==> src/rtl/tsc_pkg.sv <==
package tsc_pkg;
  typedef enum logic {
    ST_ADAPT  = 1'b0,
    ST_BYPASS = 1'b1
  } chan_state_e;
endpackage

==> src/rtl/tsc_quiet_timer.sv <==
module tsc_quiet_timer #(
  parameter int unsigned QUIET_MS  = 400,
  parameter int unsigned NUM_FLAGS = 4
) (
  input  logic                 clk,
  input  logic                 rst,
  input  logic                 armed,
  input  logic                 tone_any,
  input  logic [NUM_FLAGS-1:0] quiet_flags,
  input  logic                 ms_tick,
  output logic                 release_pulse
);
  localparam int unsigned CW = $clog2(QUIET_MS + 1);
  localparam logic [CW-1:0] LAST = CW'(QUIET_MS - 1);

  logic [CW-1:0] cnt_q;
  logic          all_quiet;
  logic          restart;

  assign all_quiet     = &quiet_flags;
  assign restart       = !armed || tone_any || !all_quiet;
  assign release_pulse = armed && !tone_any && all_quiet && ms_tick && (cnt_q == LAST);

  always_ff @(posedge clk) begin
    if (rst || restart || release_pulse) begin
      cnt_q <= '0;
    end else if (ms_tick) begin
      cnt_q <= cnt_q + 1'b1;
    end
  end
endmodule

==> src/rtl/tsc_irq_latch.sv <==
module tsc_irq_latch (
  input  logic clk,
  input  logic rst,
  input  logic set_evt,
  input  logic rel_evt,
  input  logic clr,
  output logic irq_n
);
  logic pend_q;

  always_ff @(posedge clk) begin
    if (rst) begin
      pend_q <= 1'b0;
    end else if (set_evt || rel_evt) begin
      pend_q <= 1'b1;
    end else if (clr) begin
      pend_q <= 1'b0;
    end
  end

  assign irq_n = ~pend_q;
endmodule

==> src/rtl/tsc_mode_fsm.sv <==
module tsc_mode_fsm
  import tsc_pkg::*;
(
  input  logic clk,
  input  logic rst,
  input  logic auto_mode,
  input  logic ext_bypass_cmd,
  input  logic set_evt,
  input  logic rel_evt,
  output logic bypass
);
  chan_state_e state_q, state_d;

  always_comb begin
    state_d = state_q;
    if (auto_mode) begin
      if (set_evt)      state_d = ST_BYPASS;
      else if (rel_evt) state_d = ST_ADAPT;
    end else begin
      state_d = ext_bypass_cmd ? ST_BYPASS : ST_ADAPT;
    end
  end

  always_ff @(posedge clk) begin
    if (rst) state_q <= ST_ADAPT;
    else     state_q <= state_d;
  end

  assign bypass = (state_q == ST_BYPASS);
endmodule

==> src/rtl/tone_status_ctrl.sv <==
module tone_status_ctrl #(
  parameter int unsigned NUM_PATHS = 2,
  parameter int unsigned NUM_BANDS = 2,
  parameter int unsigned QUIET_MS  = 400
) (
  input  logic                           clk,
  input  logic                           rst,
  input  logic [NUM_PATHS-1:0]           tone_det,
  input  logic [NUM_PATHS*NUM_BANDS-1:0] quiet_flags,
  input  logic                           ms_tick,
  input  logic                           alt_std_sel,
  input  logic                           auto_mode,
  input  logic                           ext_bypass_cmd,
  input  logic                           irq_clr,
  output logic [NUM_PATHS-1:0]           det_mode_alt,
  output logic                           td_status,
  output logic                           irq_n,
  output logic                           bypass
);
  localparam int unsigned NUM_FLAGS = NUM_PATHS * NUM_BANDS;

  logic status_q;
  logic tone_any;
  logic set_evt;
  logic rel_evt;

  for (genvar p = 0; p < NUM_PATHS; p++) begin : g_det_mode
    assign det_mode_alt[p] = alt_std_sel;
  end

  assign tone_any = |tone_det;
  assign set_evt  = tone_any && !status_q;

  tsc_quiet_timer #(
    .QUIET_MS (QUIET_MS),
    .NUM_FLAGS(NUM_FLAGS)
  ) u_timer (
    .clk          (clk),
    .rst          (rst),
    .armed        (status_q),
    .tone_any     (tone_any),
    .quiet_flags  (quiet_flags),
    .ms_tick      (ms_tick),
    .release_pulse(rel_evt)
  );

  always_ff @(posedge clk) begin
    if (rst)          status_q <= 1'b0;
    else if (set_evt) status_q <= 1'b1;
    else if (rel_evt) status_q <= 1'b0;
  end

  tsc_irq_latch u_irq (
    .clk    (clk),
    .rst    (rst),
    .set_evt(set_evt),
    .rel_evt(rel_evt),
    .clr    (irq_clr),
    .irq_n  (irq_n)
  );

  tsc_mode_fsm u_mode (
    .clk           (clk),
    .rst           (rst),
    .auto_mode     (auto_mode),
    .ext_bypass_cmd(ext_bypass_cmd),
    .set_evt       (set_evt),
    .rel_evt       (rel_evt),
    .bypass        (bypass)
  );

  assign td_status = status_q;
endmodule

==> config.mk <==
export PLATFORM = sky130hd
export DESIGN_NAME = tone_status_ctrl
export DESIGN_NICKNAME = d
export VERILOG_FILES = /design/src/rtl/tsc_pkg.sv /design/src/rtl/tsc_quiet_timer.sv /design/src/rtl/tsc_irq_latch.sv /design/src/rtl/tsc_mode_fsm.sv /design/src/rtl/tone_status_ctrl.sv
export SDC_FILE = /design/constraint.sdc
export NUM_CORES = 1
export LEC_CHECK = 0
export BUFFER_PORTS_ARGS = -buffer_cell sky130_fd_sc_hd__buf_2
export CORE_AREA = 5 5 42 44
export DETAILED_ROUTE_END_ITERATION = 10
export DIE_AREA = 0 0 47 49
export PLACE_DENSITY = 0.69
export SYNTH_ARGS = -nofsm -noshare
export SYNTH_HDL_FRONTEND = slang
export SYNTH_SLANG_ARGS = --single-unit
==> constraint.sdc <==
create_clock -name clk -period 2 [get_ports clk]
set_input_delay 0.3 -clock clk [delete_from_list [all_inputs] [get_ports clk]]
set_output_delay 0.3 -clock clk [all_outputs]
set_load 0.05 [all_outputs]
======== Word level (Yosys, flattened, before mapping) ========
Index checks and enable logic that the tools add are counted.
Widths: inputs -> output; s select.
word-level totals
  register bits after elaboration ......... 12
  bits in latches ......................... 0
  RAM bits ................................ 0
  ROM bits ................................ 0
  input port bits ......................... 13
  output and inout port bits .............. 5
  word-level logic and storage cells ...... 31
  memories ................................ 0
cells by class
  add/subtract/negate cells ............... 1
  multipliers ............................. 0
  divide/modulo/power cells ............... 0
  order comparisons ....................... 0
  equality and inequality tests ........... 2
  shifts and indexed selects .............. 0
  muxes and demuxes ....................... 6
  bitwise gates (word level) .............. 1
  reduce and logical (&&, ||, !) cells .... 17
operators by type and width
  kind                 number
  $add 9x1->9 const B  1
  $eq 9x9->1 const B   1
  $mux 1               6
  $logic_and 1x1->1    5
  $logic_or 1x1->1     5
  $reduce_and 4->1     1
  $reduce_bool 2->1    2
  $logic_not 1->1      3
  $ne 3x1->1 const B   1
  $reduce_or 2->1      1
  $not 1->1            1

======== Depth between registers and ports, before layout ========
Gate-level depths: netlist of the first run.
  depth after elaboration ................. 9
  gate-level depth with buffers ........... 6
  depth with buffers taken out ............ 5

======== Modules after synthesis ========
From an unflattened synthesis of the first run, not the netlist that was laid out.
unflattened totals
  cells, all modules ...................... 63
  area, all modules ....................... 584.3 µm²
modules (own cells, without submodules)
  module            instances  cells an instance  area each (µm²)  seq. area each (µm²)
  tsc_quiet_timer   1          46                 440.4            180.2
  tone_status_ctrl  1          7                  62.6             20.0
  tsc_mode_fsm      1          5                  42.5             20.0
  tsc_irq_latch     1          5                  38.8             20.0

======== Worst setup path after synthesis of the first run ========
Ideal clock, no wire load.
  path kind ............................... reg2reg
  start point ............................. register status_q, in the netlist td_status
  end point ............................... register u_timer.cnt_q[0]
  setup time .............................. 0.064 ns
  arrival time ............................ 1.465 ns
  required time ........................... 1.936 ns
  setup slack ............................. 0.471 ns
  stages on the path, launching flop included .. 5
  path buffers ............................ 1
  clock period less this slack ............ 1.529 ns
  cells stage by stage .................... dfxtp_1 nand4_1 or3_1 buf_6 nor2_1
between the ends
  word-level cells in the longest chain between the ends .. 5
  elaborated cells between the ends (all ways) .. 9
  classes of those cells .................. reduce/logical: 9
ends and longest elaborated chain
  item                                                                 line                                          text
  from (decl)                                                          tone_status_ctrl.sv:22                        logic status_q;
  from (signal assigned)                                               tone_status_ctrl.sv:48                        if (rst) status_q <= 1'b0;
  from (signal assigned)                                               tone_status_ctrl.sv:49                        else if (set_evt) status_q <= 1'b1;
  from (signal assigned)                                               tone_status_ctrl.sv:50                        else if (rel_evt) status_q <= 1'b0;
  $logic_not 1->1 or $logic_and 1x1->1 (tied branches)                 tsc_quiet_timer.sv:21, tsc_quiet_timer.sv:22
  $logic_or 1x1->1 or $logic_and 1x1->1 (tied branches) (2 in series)  tsc_quiet_timer.sv:21, tsc_quiet_timer.sv:22
  $logic_or 1x1->1 or $logic_and 1x1->1 (tied branches)                tsc_quiet_timer.sv:25, tsc_quiet_timer.sv:22
  $logic_or 1x1->1 (*)                                                 tsc_quiet_timer.sv:25                         if (rst || restart || release_pulse) begin
  to (signal assigned)                                                 tsc_quiet_timer.sv:28                         cnt_q <= cnt_q + 1'b1;
  to (decl)                                                            tsc_quiet_timer.sv:16                         logic [CW-1:0] cnt_q;
Every way passes the cells marked *; elsewhere a longest branch is shown, timed or not.
A chain may end at the register's enable or synchronous reset.

======== Final worst setup path of the first run ========
  start point ............................. register u_timer.cnt_q[4]
  end point ............................... register u_timer.cnt_q[7]
between the ends
  word-level cells in the longest chain between the ends .. 3
  elaborated cells between the ends (all ways) .. 4
  classes of those cells .................. add/sub: 1; eq/ne: 1; reduce/logical: 2
ends and longest elaborated chain
  item
  parallel branches: the longest is 3 deep, another holds $add 9x1->9
Several ways; the timed one is not identified.

==> results.md, run 1 <==
- GPL Wtd Cong: 0.724
- WHS: 0.225 ns
- # IOs: 18
- Core area: 1400 µm²
- Crit share post-route: 78.8%
- Crit-path max FO: 9
- Max cap viols: 0
- Setup TNS: 0 ns
- Seq/Total Area, Yosys: 42.2%
- Antenna violations before repair: 0
- # hold bufs at CTS: 0
- Area growth, synth to finish: 15.2%
- Clock sink count: 12
- # diodes: 0
- Clock Latency Late Sink: 0.27 ns
- Vias/cell: 5.20
- Largest net degree at the start of global routing: 10
- Initial DRC count: 9
- Initial Util: 40.6%
- Post-DP HPWL: 833 µm
- Hold Startpoint: rst
- CP max stage cell: or4b_4
- Crit-path cells: or4b_4 > nor3_2 > or3_1 > nor2_1
- Setup bufs post-CTS: 0
- Worst setup SP type: flop
- Vias in the first global route: 455
- Synth async-reset ratio: 0%
- Routed WL: 1.07 mm
- Placed inst area: 633 µm²
- First-pass GRT wire length: 1.82 mm
- Final setup fails: 0
- Post-Syn Area: 569 µm²
- Critical Path AT: 1.73 ns
- Number of synthesized flops with an enable pin: 0
- Minimum clock period: 1.58 ns
- RSZ-0062 raised after global routing: no
- Most frequent cells in the layout: buf_2, dfxtp_1, nor2_1
- Via count: 478
- Clock transition at path regs: 0.07 ns
- Worst Setup SP: u_timer.cnt_q[4]$_SDFFE_PP0P_
- WP data required: 2.15 ns
- Reg area: 240 µm²
- F_max: 0.635 GHz
- CP Capture Type: flop
- Outcome: finished clean
- Clk_skew: 0.00131 ns
- # resized after CTS: 0
- H-tree depth: 1
- Longest Clk Path Bufs: 2
- Synth cell types: 22
- Die area: 2300 µm²
- Syn nets: 76
- Commonest non-fill, non-tap cell in the layout: buf_2
- Max-slew violations: 0
- Slew @ Worst Pin: 0.313 ns
- Slowest stage delay, CP: 0.55 ns
- # fillers: 150
- CTS tree: yes
- Total CTS buffers: 3
- Crit Path Class: reg -> reg
- Leakage: 0.000261 µW
- Power per cell area: 671 nW/µm²
- Final instance area: 656 µm²
- Drt pass-1 iters: 4
- Top delay family on crit path: simple AND/OR/NAND/NOR gates
- Synthesis Warnings: 0
- Hold crit path type: in -> reg
- Synth Flop Type: dfxtp_1
- Syn avg cell area: 9.18 µm²
- DRC: 0
- Peak supply drop: 0.000307 V
- FF+latch count, synth: 12
- Worst path buffer plus inverter count: 0
- Layout cell share with drive strength beyond 1: 26.3%
- I/O Buffers: 14
- Die W: 47 µm
- Die H: 49 µm
- Root Buffer: clkbuf_4
- Worst r2r src: u_timer.cnt_q[4]$_SDFFE_PP0P_
- Grt total ovfl: 0
- Final nets: 92
- Number of core rows: 14
- Final Hold Viols: 0
- Multi-input logic area: 299 µm²
- Wire per inst: 11.6 µm
- Final ANT Viol Nets: 0
- Total track usage: 10.9%
- Slew Limit Headroom: 78.8%
- Synthesized instance count: 62
through the flow:
stage	util (%)	power [µW]	instances	worst slack, ns
final	46.8	440	92	0.424
after floorplan	-	294	62	0.471
after global placement	45.2	303	89	0.467
after global routing	46.8	462	92	0.318
after CTS	46.8	447	92	0.416
after detailed placement	45.2	304	89	0.434
power by group:
group / switching (µW) / total (µW) / internal (µW)
clock: 72.3 / 142 / 69.6
combinational: 31.6 / 50.3 / 18.6
sequential: 3.31 / 248 / 244
total: 107 / 440 / 333
cells in the mapped netlist (2+ instances only):
cell / number / share of area, %
nor2_1: 11 / 7.3
nand2b_1: 2 / 2.2
o41ai_1: 2 / 3.1
nand2_1: 3 / 2.0
and3_1: 4 / 4.4
xor2_1: 7 / 11
buf_4: 2 / 2.6
dfxtp_1: 12 / 42
nand4_1: 6 / 6.6
sequential cells by signal, summed over array words and instances (netlist names):
register / cells
td_status: 1
u_irq.pend_q: 1
u_mode.bypass: 1
u_timer.cnt_q: 9
layout make-up:
type | instances | share of cell area (%)
clock buffer | 3 | 3.44
inverter | 1 | 0.573
multi-input combinational | 46 | 45.6
sequential | 12 | 36.6
tap | 16 | 3.05
timing repair buffer | 14 | 10.7
cell families (layout without fill, tap and decap cells):
group	Yosys count	in the layout	synth area share, %
fa+ha+maj	1	1	2.20
flops	12	12	42.2
compound gates	5	5	6.59
mux	1	1	1.76
xor+xnor	8	8	12.3
simple gates	31	31	29.7
buf+inv	4	18	5.27
path summary, 6_finish.rpt:
path,to,slack [ns],cells past startpoint
max reg2reg,u_timer.cnt_q[7]$_SDFFE_PP0P_,0.42,4
min,u_irq.pend_q$_SDFFE_PP0P_,0.23,2
min reg2reg,u_mode.bypass$_SDFFE_PP0P_,0.50,2
max,u_timer.cnt_q[7]$_SDFFE_PP0P_,0.42,4
layer usage:
metal | vias up | GRT usage, % | routed length, µm
li1 | 248 | - | -
met1 | 218 | 13.6 | 466
met3 | 4 | 2.21 | 42
met4 | 0 | 8.76 | 21
met5 | - | 0 | 0
met2 | 8 | 15.4 | 539
worst reg2reg max path: stages, from the launching register on:
cell and delay, ns:
dfxtp_1 0.36, or4b_4 0.55, nor3_2 0.14, or3_1 0.31, nor2_1 0.09
(Power assumes the default switching activity.)
==> inputs of run 2 (changes only) <==
==> constraint.sdc (replaced) <==
create_clock -name clk -period 1.6 [get_ports clk]
set_input_delay 0.24 -clock clk [delete_from_list [all_inputs] [get_ports clk]]
set_output_delay 0.24 -clock clk [all_outputs]
set_load 0.05 [all_outputs]
==> run 2 against run 1 <==
Cell area up 4.2%. Via count is 4.4% higher. Wire length grew 4.8%. Total power grew 25%. Combinational power grew 25%. Die area did not move. Critical path depth is 1 lower. Cell count rose by 3.3%. Maximum frequency up 10%. Critical endpoint is now u_mode.bypass$_SDFFE_PP0P_. Largest cell class unchanged.
==> results.md, run 2 (synthesis results as in run 1) <==
- Clock transition at path regs: 0.07 ns (about the same)
- Slew @ Worst Pin: 0.309 ns (was 0.313 ns)
- Total CTS buffers: 3 (unchanged)
- Met3 Resource Use GR: 3.32% (was 2.21%)
- Max cap viols: 0 (unchanged)
- Worst Setup SP: u_timer.cnt_q[6]$_SDFFE_PP0P_ (was u_timer.cnt_q[4]$_SDFFE_PP0P_)
- Crit Path Class: reg -> reg (unchanged)
- Switching power: 136 µW (was 107 µW)
- GPL Wtd Cong: 0.734 (was 0.724)
- Clock power frac: 32.5% (was 32.3%)
- CTS tree: yes (unchanged)
- Setup WS post-layout: 0.171 ns (was 0.424 ns)
- Core area: 1400 µm² (unchanged)
- Die area: 2300 µm² (unchanged)
- Final ANT Viol Nets: 0 (unchanged)
- Setup TNS: 0 ns (unchanged)
- Largest net degree at the start of global routing: 10 (unchanged)
- Max reg flops: 9 (unchanged)
- Hold Startpoint: rst (unchanged)
- Clock Latency Late Sink: 0.27 ns (about the same)
- Fin cells: 95 (was 92)
- Peak supply drop: 0.000503 V (was 0.000307 V)
- Top delay family on crit path: simple AND/OR/NAND/NOR gates (unchanged)
- Grt total ovfl: 0 (unchanged)
- Internal: 416 µW (was 333 µW)
- F_max: 0.700 GHz (was 0.635 GHz)
- Via count: 499 (was 478)
- # hold bufs at CTS: 0 (unchanged)
- Met2 Track Usage GR: 18.1% (was 15.4%)
- I/O Buffers: 14 (unchanged)
- # IOs: 18 (unchanged)
- Die W: 47 µm (unchanged)
- Die H: 49 µm (unchanged)
- Longest Clk Path Bufs: 2 (unchanged)
- Slew Limit Headroom: 79.1% (was 78.8%)
- WHS: 0.167 ns (was 0.225 ns)
- GRT Max-Usage Layer: met2 (unchanged)
- Initial DRC count: 6 (was 9)
- Vias in the first global route: 482 (was 455)
- Final Util: 48.8% (was 46.8%)
- Final Hold Viols: 0 (unchanged)
- Pre-CTS WS: 0.0352 ns (was 0.434 ns)
- Layout cell share with drive strength beyond 1: 30.4% (was 26.3%)
- Wire per inst: 11.8 µm (was 11.6 µm)
- Reg area: 240 µm² (unchanged)
- Post-DP HPWL: 895 µm (was 833 µm)
- Vias/cell: 5.25 (was 5.20)
- Routed WL: 1.12 mm (was 1.07 mm)
- Biggest register: u_timer.cnt_q (unchanged)
- Comb power frac: 11.4% (about the same)
- Max-slew violations: 0 (unchanged)
- Crit-path max FO: 4 (was 9)
- Final setup fails: 0 (unchanged)
- Reg power frac: 56.1% (was 56.3%)
- Clock sink count: 12 (unchanged)
- Switching Share: 24.7% (was 24.4%)
- Outcome: finished clean (unchanged)
- # fillers: 144 (was 150)
- Setup bufs post-CTS: 0 (unchanged)
- Total track usage: 12.0% (was 10.9%)
- Critical Path AT: 1.57 ns (was 1.73 ns)
- Root Buffer: clkbuf_4 (unchanged)
- Drt pass-1 iters: 2 (was 4)
- Multi-input logic area: 304 µm² (was 299 µm²)
- Leakage: 0.000279 µW (was 0.000261 µW)
- Number of core rows: 14 (unchanged)
- Crit share post-route: 89.3% (was 78.8%)
- H-tree depth: 1 (unchanged)
- Worst setup SP type: flop (unchanged)
- Commonest non-fill, non-tap cell in the layout: buf_2 (unchanged)
- CP max stage cell: or4b_4 (unchanged)
- Met1 Use GR: 14.5% (was 13.6%)
- Slowest stage delay, CP: 0.56 ns (was 0.55 ns)
- Initial Util: 40.6% (unchanged)
- WP data required: 1.74 ns (was 2.15 ns)
- Worst r2r src: u_timer.cnt_q[6]$_SDFFE_PP0P_ (was u_timer.cnt_q[4]$_SDFFE_PP0P_)
- CP Capture Type: flop (unchanged)
- Crit-path cells: or4b_4 > o41ai_1 > a311oi_1 (was or4b_4 > nor3_2 > or3_1 > nor2_1)
- RSZ-0062 raised after global routing: no (unchanged)
- Clk_skew: 0.00329 ns (was 0.00131 ns)
- Power per cell area: 808 nW/µm² (was 671 nW/µm²)
- Area growth, synth to finish: 20.0% (was 15.2%)
- Worst path buffer plus inverter count: 0 (unchanged)
- Antenna violations before repair: 0 (unchanged)
- First-pass GRT wire length: 2.01 mm (was 1.82 mm)
- Minimum clock period: 1.43 ns (was 1.58 ns)
- Hold crit path type: in -> reg (unchanged)
- Most frequent cells in the layout: buf_2, dfxtp_1, nor2_1 (unchanged)
- # diodes: 0 (unchanged)
- # resized after CTS: 0 (unchanged)
- DRC: 0 (unchanged)
- Placed cell count: 92 (was 89)
- Final nets: 95 (was 92)
-- run 2: metrics by stage --
stage | total power, µW | instance area [µm²]
3_3_place_gp | 379 | 656
4_1_cts | 557 | 678
5_1_grt | 585 | 683
2_1_floorplan | 368 | 569
3_5_place_dp | 380 | 656
6_report | 552 | 683
-- run 2: worst paths after layout --
path,endpoint,slack (ns),cells after the start
max,u_mode.bypass$_SDFFE_PP0P_,0.17,3
min,u_irq.pend_q$_SDFFE_PP0P_,0.17,2
max reg2reg,u_mode.bypass$_SDFFE_PP0P_,0.17,3
min reg2reg,u_irq.pend_q$_SDFFE_PP0P_,0.50,2
-- run 2: area by class of cell --
type / count / share of cell area (%)
repair buffers: 17 / 13.6
multi-input cells: 46 / 44.5
well taps: 16 / 2.93
inverters: 1 / 0.549
flip-flops and latches: 12 / 35.2
clock buffers: 3 / 3.30
-- run 2: worst register-to-register path, cell delays in order (launching register included) --
cell	delay, ns
dfxtp_1	0.33
or4b_4	0.56
o41ai_1	0.27
a311oi_1	0.14
-- run 2: metal layers --
layer | wire length (µm) | up-vias
li1 | - | 255
met1 | 476 | 234
met2 | 579 | 5
met3 | 30 | 5
met4 | 35 | 0
met5 | 0 | -
-- run 2: power by group through the flow --
stage                     clock network, µW  logic (µW)  registers (µW)
final                                   180        62.8             310
after global routing                    207        68.0             310
after CTS                               185        63.4             309
after detailed placement                  0        63.3             316
after global placement                    0        62.7             316
after floorplan                           0        36.6             331
==> inputs of run 3 (changes only) <==
--- a/config.mk
+++ b/config.mk
@@ -10,6 +10,7 @@
 export DETAILED_ROUTE_END_ITERATION = 10
 export DIE_AREA = 0 0 47 49
 export PLACE_DENSITY = 0.69
+export SETUP_SLACK_MARGIN = 0.5
 export SYNTH_ARGS = -nofsm -noshare
 export SYNTH_HDL_FRONTEND = slang
 export SYNTH_SLANG_ARGS = --single-unit
==> run 3 against run 2 <==
Total power grew 17%. Maximum frequency shrank 0.37%. Register-to-register slack is essentially flat. Cell area grew 16%.
==> results.md, run 3 (synthesis results as in run 1) <==
- Outcome: finished clean (unchanged)
- Routed WL: 1.51 mm (was 1.12 mm)
- Fin cells: 99 (was 95)
- Reg power frac: 48.8% (was 56.1%)
- Clock power frac: 38.8% (was 32.5%)
- R2R Setup Slk: 0.17 ns (about the same)
- Number of core rows: 14 (unchanged)
- Switching Share: 25.1% (was 24.7%)
- Pre-CTS WS: 0.0418 ns (was 0.0352 ns)
- Met2 Track Usage GR: 19.9% (was 18.1%)
- R2R depth: 4 (was 3)
- # fillers: 136 (was 144)
- Max cap viols: 0 (unchanged)
- Commonest non-fill, non-tap cell in the layout: buf_2 (unchanged)
- Post-DP HPWL: 883 µm (was 895 µm)
- Clk_skew: 0.00604 ns (was 0.00329 ns)
- Antenna violations before repair: 0 (unchanged)
- DRC: 0 (unchanged)
- Setup WS post-layout: 0.165 ns (was 0.171 ns)
- CP Capture Type: flop (unchanged)
- Worst setup SP type: flop (unchanged)
- Core area: 1400 µm² (unchanged)
- Reg2Reg Capture Point: u_timer.cnt_q[6]$_SDFFE_PP0P_ (was u_mode.bypass$_SDFFE_PP0P_)
- Critical Path AT: 1.62 ns (was 1.57 ns)
- Final nets: 98 (was 95)
- Clock Latency Late Sink: 0.28 ns (was 0.27 ns)
- Peak supply drop: 0.000603 V (was 0.000503 V)
- Slew @ Worst Pin: 0.312 ns (was 0.309 ns)
- Comb power frac: 12.3% (was 11.4%)
- First-pass GRT wire length: 2.33 mm (was 2.01 mm)
- Wire per inst: 15.3 µm (was 11.8 µm)
- # diodes: 0 (unchanged)
- # IOs: 18 (unchanged)
- Biggest register: u_timer.cnt_q (unchanged)
- Switching power: 162 µW (was 136 µW)
- I/O Buffers: 14 (unchanged)
- Minimum clock period: 1.43 ns (about the same)
- Vias in the first global route: 529 (was 482)
- Met3 Resource Use GR: 4.43% (was 3.32%)
- Clock sink count: 12 (unchanged)
- WP data required: 1.78 ns (was 1.74 ns)
- Hold Startpoint: auto_mode (was rst)
- Final ANT Viol Nets: 0 (unchanged)
- GRT Max-Usage Layer: met2 (unchanged)
- Area growth, synth to finish: 38.9% (was 20.0%)
- Total track usage: 14.8% (was 12.0%)
- H-tree depth: 1 (unchanged)
- Power per cell area: 814 nW/µm² (was 808 nW/µm²)
- Initial DRC count: 15 (was 6)
- Clock transition at path regs: 0.08 ns (was 0.07 ns)
- Hold crit path type: in -> reg (unchanged)
- Root Buffer: clkbuf_4 (unchanged)
- Leakage: 0.000341 µW (was 0.000279 µW)
- Most frequent cells in the layout: buf_2, nor2_1, xor2_1 (was buf_2, dfxtp_1, nor2_1)
- Vias/cell: 5.51 (was 5.25)
- Die W: 47 µm (unchanged)
- Max-slew violations: 0 (unchanged)
- Drt pass-1 iters: 4 (was 2)
- Final setup fails: 0 (unchanged)
- Met1 Use GR: 17.7% (was 14.5%)
- Final Hold Viols: 0 (unchanged)
- F_max: 0.697 GHz (was 0.700 GHz)
- Setup TNS: 0 ns (unchanged)
- Worst hold endpoint: u_mode.bypass$_SDFFE_PP0P_ (was u_irq.pend_q$_SDFFE_PP0P_)
- Die area: 2300 µm² (unchanged)
- Crit share post-route: 89.7% (was 89.3%)
- # hold bufs at CTS: 0 (unchanged)
- Largest net degree at the start of global routing: 8 (was 10)
- Initial Util: 40.6% (unchanged)
- CTS tree: yes (unchanged)
- Grt total ovfl: 0 (unchanged)
- RSZ-0062 raised after global routing: yes (was no)
- Internal: 482 µW (was 416 µW)
- Layout cell share with drive strength beyond 1: 45.8% (was 30.4%)
- Via count: 545 (was 499)
- Longest Clk Path Bufs: 2 (unchanged)
- Crit-path max FO: 5 (was 4)
- Crit Path Class: reg -> reg (unchanged)
- Placed cell count: 93 (was 92)
- Worst Hold Depth: 2 (unchanged)
- Worst r2r src: u_timer.cnt_q[6]$_SDFFE_PP0P_ (unchanged)
- Slew Limit Headroom: 79.1% (about the same)
- Die H: 49 µm (unchanged)
- Max reg flops: 9 (unchanged)
- GPL Wtd Cong: 0.791 (was 0.734)
- Total CTS buffers: 3 (unchanged)
[run 3: final cells by class]
class                      count  area (µm²)  share of cell area, %
timing repair buffer          19         130                   16.5
inverter                       1        3.75                  0.475
multi-input combinational     47         353                   44.6
sequential                    12         248                   31.3
tap                           16        20.0                   2.53
clock buffer                   4        36.3                   4.59
[run 3: worst max-delay path by stage]
stage | start | endpoint | slack, ns | depth (start not counted)
2_1_floorplan | u_timer.cnt_q[6]$_SDFFE_PP0P_ | u_timer.cnt_q[4]$_SDFFE_PP0P_ | 0.23 | 5
3_3_place_gp | u_timer.cnt_q[6]$_SDFFE_PP0P_ | u_timer.cnt_q[8]$_SDFFE_PP0P_ | 0.1 | 4
3_5_place_dp | u_timer.cnt_q[6]$_SDFFE_PP0P_ | u_timer.cnt_q[5]$_SDFFE_PP0P_ | 0.04 | 4
4_1_cts | u_timer.cnt_q[6]$_SDFFE_PP0P_ | u_timer.cnt_q[6]$_SDFFE_PP0P_ | 0.20 | 4
5_1_grt | u_timer.cnt_q[6]$_SDFFE_PP0P_ | u_timer.cnt_q[6]$_SDFFE_PP0P_ | 0.13 | 4
6_report | u_timer.cnt_q[6]$_SDFFE_PP0P_ | u_timer.cnt_q[6]$_SDFFE_PP0P_ | 0.17 | 4
[run 3: critical path, stage by stage, from the launching register on]
cell and delay (ns):
dfxtp_2 0.34, or4b_4 0.58, nor3_4 0.17, or3_4 0.19, nor2_1 0.05
[run 3: per-stage QoR]
step / power, µW / hold slack (ns) / cell area (µm²) / util [%]
after floorplan: 369 / 0.302 / 573 / -
after global placement: 379 / 0.441 / 667 / 47.6
after detailed placement: 380 / 0.444 / 667 / 47.6
after CTS: 631 / 0.166 / 751 / 53.6
after global routing: 670 / 0.153 / 791 / 56.4
final: 644 / 0.159 / 791 / 56.4
[run 3: power by group through the flow]
stage	registers [µW]	clock network [µW]	logic, µW
after global placement	317	0	62.5
after detailed placement	317	0	62.9
after floorplan	332	0	36.7
after global routing	315	270	84.2
after CTS	311	251	68.9
final	314	250	79.3
[run 3: per-layer routing]
layer,routed length (µm),share of wire [%]
met2,718,47
met5,0,0
met1,653,43
met3,70,4.6
met4,70,4.6
[run 3: what timing repair did]
| item | 4_1_cts | 5_1_grt |
|---|---|---|
| gates resized for setup | 8 | 10 |
| cloned | 1 | 0 |
| buffers inserted | 1 | 0 |
| pin swaps | 5 | 2 |
| setup endpoints to repair | 15 | 15 |
